**config.mk**
```make
export PLATFORM = sky130hd
export DESIGN_NAME = sertx_core
export DESIGN_NICKNAME = d
export VERILOG_FILES = /design/src/rtl/sertx_pkg.sv /design/src/rtl/sertx_timer.sv /design/src/rtl/sertx_shifter.sv /design/src/rtl/sertx_ctrl.sv /design/src/rtl/sertx_core.sv
export SDC_FILE = /design/constraint.sdc
export NUM_CORES = 1
export LEC_CHECK = 0
export ABC_AREA = 1
export ABC_CLOCK_PERIOD_IN_PS = 2100
export BUFFER_PORTS_ARGS = -buffer_cell sky130_fd_sc_hd__buf_2
export CAP_MARGIN = 20
export CORE_MARGIN = 8
export CORE_UTILIZATION = 51
export CTS_CLUSTER_SIZE = 10
export DETAILED_ROUTE_END_ITERATION = 10
export PLACE_DENSITY_LB_ADDON = 0.3
export SYNTH_ARGS = -nofsm -noshare
export SYNTH_HDL_FRONTEND = slang
export SYNTH_SLANG_ARGS = --single-unit
export TNS_END_PERCENT = 50
```
**constraint.sdc**
```tcl
create_clock -name clk -period 2.1 [get_ports clk]
set_input_delay 0.105 -clock clk [delete_from_list [all_inputs] [get_ports clk]]
set_output_delay 0.105 -clock clk [all_outputs]
set_load 0.03 [all_outputs]
```
**src/rtl/sertx_pkg.sv**
```systemverilog
package sertx_pkg;

    localparam int CHAR_W = 8;

    typedef enum logic [2:0] {
        ST_IDLE,
        ST_START,
        ST_DATA,
        ST_PARITY,
        ST_STOP
    } tx_state_e;

    typedef enum logic [1:0] {
        WLEN_5 = 2'd0,
        WLEN_6 = 2'd1,
        WLEN_7 = 2'd2,
        WLEN_8 = 2'd3
    } wlen_e;

    typedef struct packed {
        wlen_e wlen;
        logic  par_en;
        logic  par_odd;
        logic  stop_long;
    } frame_cfg_t;

    // number of data bits carried by a word length code
    function automatic logic [3:0] data_bit_count(wlen_e w);
        return 4'd5 + {2'b00, w};
    endfunction

    // parity over the active data bits; odd parity inverts the even result
    function automatic logic calc_parity(logic [CHAR_W-1:0] d, wlen_e w, logic odd);
        logic [1:0]        wv;
        logic [CHAR_W-1:0] m;
        wv = w;
        m  = {CHAR_W{1'b1}} >> (2'd3 - wv);
        return (^(d & m)) ^ odd;
    endfunction

    // stop level length in 16x pulses
    function automatic int stop_tick_count(frame_cfg_t c, int tpb);
        if (!c.stop_long) return tpb;
        if (c.wlen == WLEN_5) return tpb + tpb / 2;
        return 2 * tpb;
    endfunction

endpackage

```
**src/rtl/sertx_timer.sv**
```systemverilog
module sertx_timer #(
    parameter int TPB = 16,
    parameter int CW  = $clog2(2 * TPB + 1)
) (
    input  logic          clk,
    input  logic          rst,
    input  logic          run,
    input  logic          tick,
    input  logic [CW-1:0] limit,
    output logic          done
);

    logic [CW-1:0] cnt;

    assign done = run && tick && (cnt == limit - 1'b1);

    always_ff @(posedge clk) begin
        if (rst || !run || done) begin
            cnt <= '0;
        end else if (tick) begin
            cnt <= cnt + 1'b1;
        end
    end


    cnt_range_chk: assert property (@(posedge clk) disable iff (rst)
        run |-> (cnt < limit));


    cnt_clear_chk: assert property (@(posedge clk) disable iff (rst)
        done |=> (cnt == '0));

endmodule

```
**src/rtl/sertx_shifter.sv**
```systemverilog
module sertx_shifter #(
    parameter int W = 8
) (
    input  logic         clk,
    input  logic         rst,
    input  logic         load,
    input  logic         shift,
    input  logic [W-1:0] din,
    output logic         lsb
);

    logic [W-1:0] sh;

    always_ff @(posedge clk) begin
        if (rst) begin
            sh <= '0;
        end else if (load) begin
            sh <= din;
        end else if (shift) begin
            sh <= {1'b0, sh[W-1:1]};
        end
    end

    assign lsb = sh[0];

endmodule

```
**src/rtl/sertx_ctrl.sv**
```systemverilog
module sertx_ctrl
    import sertx_pkg::*;
#(
    parameter int TPB = 16,
    parameter int CW  = $clog2(2 * TPB + 1)
) (
    input  logic              clk,
    input  logic              rst,
    input  frame_cfg_t        cfg_in,
    input  logic              start_ok,
    input  logic              bit_done,
    input  logic              data_lsb,
    input  logic [CHAR_W-1:0] load_data,
    output tx_state_e         state,
    output logic              load,
    output logic              shift,
    output logic              line_level,
    output logic [CW-1:0]     bit_limit
);

    frame_cfg_t cfg_q;
    logic [3:0] bit_idx;
    logic       par_q;
    logic       last_data;

    assign load      = (state == ST_IDLE) && start_ok;
    assign shift     = (state == ST_DATA) && bit_done;
    assign last_data = (bit_idx == data_bit_count(cfg_q.wlen) - 4'd1);
    assign bit_limit = (state == ST_STOP) ? CW'(stop_tick_count(cfg_q, TPB)) : CW'(TPB);

    always_ff @(posedge clk) begin
        if (rst) begin
            state   <= ST_IDLE;
            cfg_q   <= '0;
            bit_idx <= '0;
            par_q   <= 1'b0;
        end else begin
            case (state)
                ST_IDLE: begin
                    if (load) begin
                        state <= ST_START;
                        cfg_q <= cfg_in;
                        par_q <= calc_parity(load_data, cfg_in.wlen, cfg_in.par_odd);
                    end
                end
                ST_START: begin
                    if (bit_done) begin
                        state   <= ST_DATA;
                        bit_idx <= '0;
                    end
                end
                ST_DATA: begin
                    if (bit_done) begin
                        if (last_data) begin
                            state <= cfg_q.par_en ? ST_PARITY : ST_STOP;
                        end else begin
                            bit_idx <= bit_idx + 4'd1;
                        end
                    end
                end
                ST_PARITY: begin
                    if (bit_done) state <= ST_STOP;
                end
                ST_STOP: begin
                    if (bit_done) state <= ST_IDLE;
                end
                default: state <= ST_IDLE;
            endcase
        end
    end

    always_comb begin
        case (state)
            ST_START:  line_level = 1'b0;
            ST_DATA:   line_level = data_lsb;
            ST_PARITY: line_level = par_q;
            default:   line_level = 1'b1;
        endcase
    end


    start_exit_chk: assert property (@(posedge clk) disable iff (rst)
        (state == ST_START) |=> (state == ST_START || state == ST_DATA));


    stop_exit_chk: assert property (@(posedge clk) disable iff (rst)
        (state == ST_STOP && bit_done) |=> (state == ST_IDLE));


    par_skip_chk: assert property (@(posedge clk) disable iff (rst)
        (state == ST_DATA && !cfg_q.par_en) |=> (state != ST_PARITY));

endmodule

```
**src/rtl/sertx_core.sv**
```systemverilog
module sertx_core
    import sertx_pkg::*;
#(
    parameter int TICKS_PER_BIT = 16
) (
    input  logic              clk,
    input  logic              rst,
    input  logic              tick16,
    input  logic [1:0]        cfg_wlen,
    input  logic              cfg_par_en,
    input  logic              cfg_par_odd,
    input  logic              cfg_stop_long,
    input  logic              cfg_break,
    input  logic              cfg_auto_cts,
    input  logic              cts_active,
    input  logic              buf_valid,
    input  logic [CHAR_W-1:0] buf_data,
    output logic              buf_pop,
    output logic              tx_line,
    output logic              tx_empty
);

    localparam int CW = $clog2(2 * TICKS_PER_BIT + 1);

    frame_cfg_t    cfg;
    tx_state_e     state;
    logic          start_ok;
    logic          bit_done;
    logic          data_lsb;
    logic          do_load;
    logic          do_shift;
    logic          line_level;
    logic [CW-1:0] bit_limit;

    assign cfg.wlen      = wlen_e'(cfg_wlen);
    assign cfg.par_en    = cfg_par_en;
    assign cfg.par_odd   = cfg_par_odd;
    assign cfg.stop_long = cfg_stop_long;

    assign start_ok = buf_valid && (!cfg_auto_cts || cts_active);

    sertx_ctrl #(.TPB(TICKS_PER_BIT), .CW(CW)) u_ctrl (
        .clk        (clk),
        .rst        (rst),
        .cfg_in     (cfg),
        .start_ok   (start_ok),
        .bit_done   (bit_done),
        .data_lsb   (data_lsb),
        .load_data  (buf_data),
        .state      (state),
        .load       (do_load),
        .shift      (do_shift),
        .line_level (line_level),
        .bit_limit  (bit_limit)
    );

    sertx_timer #(.TPB(TICKS_PER_BIT), .CW(CW)) u_timer (
        .clk   (clk),
        .rst   (rst),
        .run   (state != ST_IDLE),
        .tick  (tick16),
        .limit (bit_limit),
        .done  (bit_done)
    );

    sertx_shifter #(.W(CHAR_W)) u_shift (
        .clk   (clk),
        .rst   (rst),
        .load  (do_load),
        .shift (do_shift),
        .din   (buf_data),
        .lsb   (data_lsb)
    );

    assign buf_pop  = do_load;
    assign tx_line  = cfg_break ? 1'b0 : line_level;
    assign tx_empty = !buf_valid && (state == ST_IDLE);


    pop_busy_chk: assert property (@(posedge clk) disable iff (rst)
        buf_pop |=> (state != ST_IDLE));


    cts_hold_chk: assert property (@(posedge clk) disable iff (rst)
        (state == ST_IDLE && cfg_auto_cts && !cts_active) |=> (state == ST_IDLE));


    empty_idle_chk: assert property (@(posedge clk) disable iff (rst)
        tx_empty |=> (state == ST_IDLE));

endmodule

```
==> results of run 1 <==
synthesized netlist by cell type (all sizes together):
library cell	n	area [um^2]
nor2	36	160.2
a31o	1	8.760
ha	3	37.54
nand4	1	21.27
a22oi	1	7.510
nand3	19	112.6
inv	38	142.6
nor3b	1	12.51
clkinv	1	8.760
a21oi	23	118.9
a21boi	4	30.03
xnor2	3	26.28
nand2b	1	6.260
buf	2	10.01
clkbuf	1	3.750
nand2	57	236.5
o21ai	13	76.32
a21o	1	7.510
nor3	4	31.28
dfxtp	26	520.5
mux2i	1	10.01
xor2	5	43.79
power by group:
part | internal, mW | leakage [nW] | switching (mW)
Clock | 0.0672 | 0.0138 | 0.139
Combinational | 0.329 | 0.619 | 0.512
Sequential | 0.578 | 0.214 | 0.0507
layer usage:
metal  up-vias  GRT usage [%]
met5         -              0
met3         5          2.473
met1       693          15.97
li1        842              -
met2        30          24.35
met4         0          5.333
cells in the final DEF, fill, tap and decap left out, drive strengths merged, types with 2 or more instances in the layout:
cell and n:
o21ai 13, inv 38, nand2 57, nand4 2
buf 34, xor2 5, nand3 19, a21oi 23
clkbuf 3, a21boi 4, nor2 36, dfxtp 26
ha 3, nor3 4, xnor2 3
cells by family (layout without fill, tap and decap cells):
logic type | after synthesis | count (layout) | share of synthesized area [%]
AND/OR/NAND/NOR | 119 | 120 | 35.56
AO/OA/AOI/OAI | 43 | 43 | 15.25
buffers and inverters | 42 | 76 | 10.11
flip-flops | 26 | 26 | 31.88
XOR/XNOR | 8 | 8 | 4.291
adder cells (fa/ha/maj) | 3 | 3 | 2.299
multiplexers | 1 | 1 | 0.6131
cell type report:
class	instances	share of cell area, %
Sequential cell	26	26.73
Inverter	39	7.683
Multi-Input combinational cell	175	51.30
Clock buffer	3	1.143
Timing Repair Buffer	34	10.35
Tap cell	44	2.794
how the worst max path moves through the flow:
| stage | from | endpoint | depth (start not counted) |
|---|---|---|---|
| finish | u_ctrl.state[2] | tx_line | 7 |
| global route | u_ctrl.state[0] | u_ctrl.state[1] | 17 |
| CTS | u_ctrl.cfg_q[3] | u_shift.sh[5] | 14 |
| detailed placement | u_ctrl.cfg_q[3] | u_shift.sh[5] | 14 |
| global placement | u_ctrl.cfg_q[3] | u_ctrl.bit_idx[2] | 16 |
| floorplan | u_ctrl.state[0] | u_shift.sh[2] | 14 |
what timing repair did:
item	in CTS	in global routing
gates resized for setup	0	22
setup endpoints to repair	0	21
hold buffers	0	0
buffers inserted	0	8
tightest hold or removal path: cells and delay by family:
family,cells,cell delay [ns]
buf+inv,1,0.11
compound gates,1,0.05
simple gates,1,0.06
state kept, by name (all words and copies together), names as in the netlist:
| signal | cells |
|---|---|
| u_shift.sh | 8 |
| u_timer.cnt | 6 |
| u_ctrl.bit_idx | 4 |
| u_ctrl.cfg_q | 4 |
| u_ctrl.state | 3 |
| u_ctrl.par_q | 1 |
through the flow:
stage / setup TNS [ns] / utilization, %
6_report: 0 / 64.55
5_1_grt: -0.01963 / 64.55
4_1_cts: 0 / 60.16
3_5_place_dp: 0 / 59.43
3_3_place_gp: 0 / 59.43
2_1_floorplan: 0 / -
==> qor.yml, run 1 <==
cells_and_area:
  fillers: 283
  final_layout_size_suffix_gt1_share_pct: 27.08
  final_area_mm2: 0.001971
  instances_no_fill: 321
  seq_area_um2: 526.8
  diodes: 0
  area_growth_syn_to_layout_pct: 20.69
  multi_input_area_mm2: 0.001011
  fin_nets: 302
drt:
  wl_met1_um: 1586
  wl_met3_um: 137
  drc: 0
  wl_met2_um: 1775
  routed_wirelength_um: 3557
  wl_per_cell_um: 11.08
  vias: 1570
  final_antenna_net_count: 0
  top_layer_used: "met4"
  firstDrtPassIters: 4
  first_iter_violations: 87
  routed_via_density: 4.891
hold_path:
  min_to: "u_shift.sh[7]"
  hold_path_class: "in -> reg"
  hp-start: "buf_data[7]"
  hold_depth: 3
pwr:
  peakVddDrop_uv: 573.6
  p_total_mw: 1.676
  pwr_density_cell_mw_per_mm2: 850.4
  p_leak_nw: 0.8462
sta:
  hold_violations: 0
  final-setup-viol-count: 0
  whs_ns: 0.04418
  worst_slew_pin_slew_ns: 0.5126
  drv_slew: 0
  fmax_mhz: 502.0
  worst_slack_ns: 0.1080
  post-route-period-util_pct: 94.86
  slew_headroom_pct: 65.47
  skew_ns: 0.003481
  finalCriticalPeriod_ns: 1.992
critical_path:
  start_kind: "flop"
  timing.rr.start: "u_ctrl.cfg_q[3]"
  r2r-end: "u_ctrl.state[1]"
  cp_slowest_stage_delay_ns: 0.42
  cp_slowest_cell: "nor3_4"
  end_kind: "output pin"
  path_buf_inv: 4
  cp.required_ns: 2.00
  cpLargestDelayFamily: "simple AND/OR/NAND/NOR gates"
  cp_data_arrival_time_ns: 1.89
  ff2ff_path_depth: 17
  path_class: "reg -> out"
  cp_cell_sequence: "buf_6 > buf_4 > nor3_4 > nand2_1 > a31o_2 > inv_1 > buf_2"
  cp_max_fo: 8
  regToRegSetupSlack_ns: 0.13
clock_network:
  cts_sinks: 26
  clock_path_buffers: 2
  cts_tree: "yes"
  cts-htree-levels: 1
  clockRootBuffer: "clkbuf_4"
  clk_pin_slew_worst_paths_ns: 0.13
  clock_latency_ns: 0.32
  cts_buffers: 3
floorplan:
  die_x_um: 72.58
  die_h_um: 72.58
  rows: 20
  pin_count: 23
  initial_core_util_pct: 53.48
  core_area_mm2: 0.003053
  dieArea_mm2: 0.005268
place:
  hpwl_um: 2579
  io_buffers: 22
  dpl_cell_area_mm2: 0.001814
  gp_congestion: 0.8343
  dp_cells: 309
  place_ws_ns: 0.06406
synthesis:
  ys_seq_area_share_pct: 31.88
  yosysUniqueCellTypes: 33
  syn_inst: 242
  synth_area_mm2: 0.001633
  synth_fp_nets: 265
  avgSynthCellArea_um2: 6.747
  ys.warnings.count: 0
  ys_seq_elements: 26
flow_run:
  maxCapViolCount: 0
global_routing:
  track_usage_pct: 13.80
  grt_overflow: 0
  antenna_found_initial: 0
  grt_pass1_vias: 1459
  grt_max_degree: 16
  grt_pass1_wl_um: 5961
outcome:
  status: "finished clean"
Power figures use the tool's default switching activity.
==> run 2, diff against run 1 <==
--- a/config.mk
+++ b/config.mk
@@ -7,14 +7,15 @@
 export LEC_CHECK = 0
 export ABC_AREA = 1
 export ABC_CLOCK_PERIOD_IN_PS = 2100
-export BUFFER_PORTS_ARGS = -buffer_cell sky130_fd_sc_hd__buf_2
+export BUFFER_PORTS_ARGS = -buffer_cell sky130_fd_sc_hd__buf_4
 export CAP_MARGIN = 20
 export CORE_MARGIN = 8
-export CORE_UTILIZATION = 51
+export CORE_UTILIZATION = 50
 export CTS_CLUSTER_SIZE = 10
 export DETAILED_ROUTE_END_ITERATION = 10
 export PLACE_DENSITY_LB_ADDON = 0.3
 export SYNTH_ARGS = -nofsm -noshare
 export SYNTH_HDL_FRONTEND = slang
+export SYNTH_HIERARCHICAL = 1
 export SYNTH_SLANG_ARGS = --single-unit
 export TNS_END_PERCENT = 50
==> run 2 against run 1 <==
Net effect:
- via count is 22% higher
- clock power is 66% higher
- die area is 11% higher
- highest routed layer unchanged
- the flow now finishes with violations (setup timing)
- register-to-register slack worse by 0.15 ns
- cell count is 21% higher
- clock skew is 0.0038 ns higher
- synthesized cell count is 25% higher
- hold slack better by 0.039 ns
- first-iteration DRC count is 15% higher
- critical path depth is 10 higher
- non-clock buffer count is 5 higher
- power is 10% higher
==> qor.yml, run 2 <==
outcome:
  status: "complete, but fails checks"
  violations: "setup timing"
critical_path:
  cpLargestDelayFamily: "simple AND/OR/NAND/NOR gates"
  path_buf_inv: 4
  path_class: "reg -> reg"
  timing.rr.start: "u_ctrl/state[1]"
  cpMostUsedCell: "nand2_1"
  start_kind: "flop"
  cp_max_fo: 8
  crit_cells: 17
  cp_slowest_cell: "dfxtp_2"
  cp_cell_sequence: "nor2_4 > nand2_2 > nor4_4 > nand2_1 > nand2_1 > nand2_1 > a21oi_2 > nand3_2 > inv_2 > inv_2 > nor2_2 > buf_6 > nor2_8 > nand2_1 > nand3_1 > nand2_1 > inv_1"
  crit_end: "u_shift/sh[0]"
  ff2ff_path_depth: 17
  cp_slowest_stage_delay_ns: 0.35
  regToRegSetupSlack_ns: -0.02
  cp_data_arrival_time_ns: 2.31
  r2r-end: "u_shift/sh[0]"
  cp.required_ns: 2.29
  end_kind: "flop"
  crit_start: "u_ctrl/state[1]"
global_routing:
  grt_pass1_wl_um: 7872
  grt_overflow: 0
  grt_max_degree: 15
  grt_pass1_vias: 1804
  antenna_found_initial: 0
  track_usage_pct: 15.86
pwr:
  p_total_mw: 1.845
  pwr_density_cell_mw_per_mm2: 803.7
  p_leak_nw: 1.141
  peakVddDrop_uv: 640.8
synthesis:
  syn_inst: 302
  yosysMostFrequentCell: "nand2_1"
  synth_area_leaders: "dfxtp_1 (28%), nand2_1 (20%), inv_1 (9.4%)"
  avgSynthCellArea_um2: 6.074
  ys.warnings.count: 6
  ys_seq_area_share_pct: 28.38
  async_flop_share_pct: 0
  synth_top_area_share_pct: 28.38
  ys_seq_elements: 26
  yosysUniqueCellTypes: 32
  synth_edf_count: 0
  ys.flop_type: "dfxtp_1"
  yosysTopAreaCell: "dfxtp_1"
  synth_area_mm2: 0.001834
  ys_top_cells_by_count: "nand2_1 (99), inv_1 (46), nor2_1 (37)"
sta:
  hold_violations: 0
  post-route-period-util_pct: 101.0
  worst_slack_ns: -0.02163
  rsz0062_at_grt: "true"
  fin_setup_tns_ns: -0.04568
  finalCriticalPeriod_ns: 2.122
  drv_slew: 0
  skew_ns: 0.007295
  fmax_mhz: 471.3
  final-setup-viol-count: 3
floorplan:
  dieArea_mm2: 0.005863
  core_area_mm2: 0.003606
  die_x_um: 76.57
  initial_core_util_pct: 50.87
  die_h_um: 76.57
  rows: 22
  pin_count: 23
clock_network:
  cts_buffers: 3
  clockRootBuffer: "clkbuf_8"
  ctsHoldBuffers: 0
  cts_sinks: 26
  clock_path_buffers: 2
  cts-htree-levels: 1
  clk_pin_slew_worst_paths_ns: 0.10
  clock_latency_ns: 0.28
  cts_tree: "yes"
cells_and_area:
  fillers: 335
  seq_area_um2: 521.8
  mostFrequentLayoutCells: "nand2_1 (96), inv_1 (44), buf_4 (37)"
  instances_no_fill: 390
  area_growth_syn_to_layout_pct: 25.17
  layout_commonest_cell: "nand2_1"
  regMostFlops: "u_shift/sh"
  reg_top3: "u_shift/sh: 8 flops, u_timer/cnt: 6 flops"
  largest_reg_flops: 8
  final_area_mm2: 0.002296
  multi_input_area_mm2: 0.001162
  final_layout_size_suffix_gt1_share_pct: 23.68
  fin_nets: 366
  diodes: 0
place:
  dp_cells: 378
  dpl_cell_area_mm2: 0.002128
  hpwl_um: 3371
  io_buffers: 22
  gp_congestion: 0.8811
drt:
  final_antenna_net_count: 0
  routed_via_density: 4.931
  vias: 1923
  drc: 0
  wl_per_cell_um: 11.74
  firstDrtPassIters: 4
  routed_wirelength_um: 4578
  first_iter_violations: 100
hold_path:
  hold_path_class: "in -> reg"
flow_run:
  maxCapViolCount: 0
-- run 2: cell types whose count changed in the layout (fill, tap and decap cells not counted), sizes merged, moves of 3 or more --
cell,change
nand2,+46
inv,+12
nor2,+6
a21oi,-5
buf,+5
nand3,+5
a21boi,-3
conb,+3
-- run 2: report_power, final --
| part | leakage, nW | internal (mW) | switching (mW) |
|---|---|---|---|
| sequential | 0.213 | 0.596 | 0.0807 |
| combinational | 0.900 | 0.339 | 0.489 |
| clock | 0.0288 | 0.168 | 0.172 |
-- run 2: how the worst min path moves through the flow --
| stage | start | to | slack, ns | cells after the start |
|---|---|---|---|---|
| 6_report | rst | u_shift/sh[3] | 0.08 | 2 |
| 2_1_floorplan | rst | u_ctrl/bit_idx[1] | 0.17 | 1 |
| 3_5_place_dp | cfg_wlen[1] | u_ctrl/cfg_q[4] | 0.39 | 3 |
| 5_1_grt | rst | u_shift/sh[3] | 0.09 | 2 |
| 3_3_place_gp | cfg_par_en | u_ctrl/cfg_q[2] | 0.39 | 3 |
| 4_1_cts | cfg_wlen[1] | u_ctrl/cfg_q[4] | 0.09 | 3 |
-- run 2: cell families (layout without fill, tap and decap cells) --
family / after synthesis / in the layout / share of synthesized area (%)
multiplexers: 1 / 1 / 0.5457
other: 1 / 3 / 0.2044
XOR/XNOR: 7 / 7 / 3.342
adder cells (fa/ha/maj): 3 / 3 / 2.047
AO/OA/AOI/OAI: 32 / 32 / 10.51
flip-flops: 26 / 26 / 28.38
buffers and inverters: 55 / 93 / 12.48
AND/OR/NAND/NOR: 177 / 177 / 42.50
-- run 2: per-stage QoR --
| stage | setup WS [ns] | utilization (%) | hold slack (ns) |
|---|---|---|---|
| after floorplan | 0.02316 | - | 0.1741 |
| after global placement | 0.03630 | 59.02 | 0.3856 |
| after detailed placement | 0.0009159 | 59.02 | 0.3937 |
| after CTS | 0.008693 | 61.76 | 0.09308 |
| after global routing | -0.2364 | 63.67 | 0.09372 |
| final | -0.02163 | 63.67 | 0.08303 |
-- run 2: cell type report --
cell class	count	share of cell area, %
Tap cell	48	2.616
Inverter	50	8.174
Sequential cell	26	22.72
Timing Repair Buffer	39	13.46
Clock buffer	4	2.398
Multi-Input combinational cell	223	50.63
-- run 2: timing repair --
action	in CTS	in global routing
buffers inserted	5	3
endpoints found under the setup margin	7	15
hold endpoints to repair	0	0
gates resized for setup	4	11
gates cloned	0	0
pin swaps	9	5
-- run 2: per-layer routing --
metal  routed length, um  global-route usage [%]  vias up  share of wire, %
li1                    -                       -     1007                 -
met1                2128                   19.03      867                46
met2                2204                   27.34       43                48
met5                   0                       0        -                 0
met3                 177                   3.184        6               3.9
met4                  67                   5.192        0               1.5
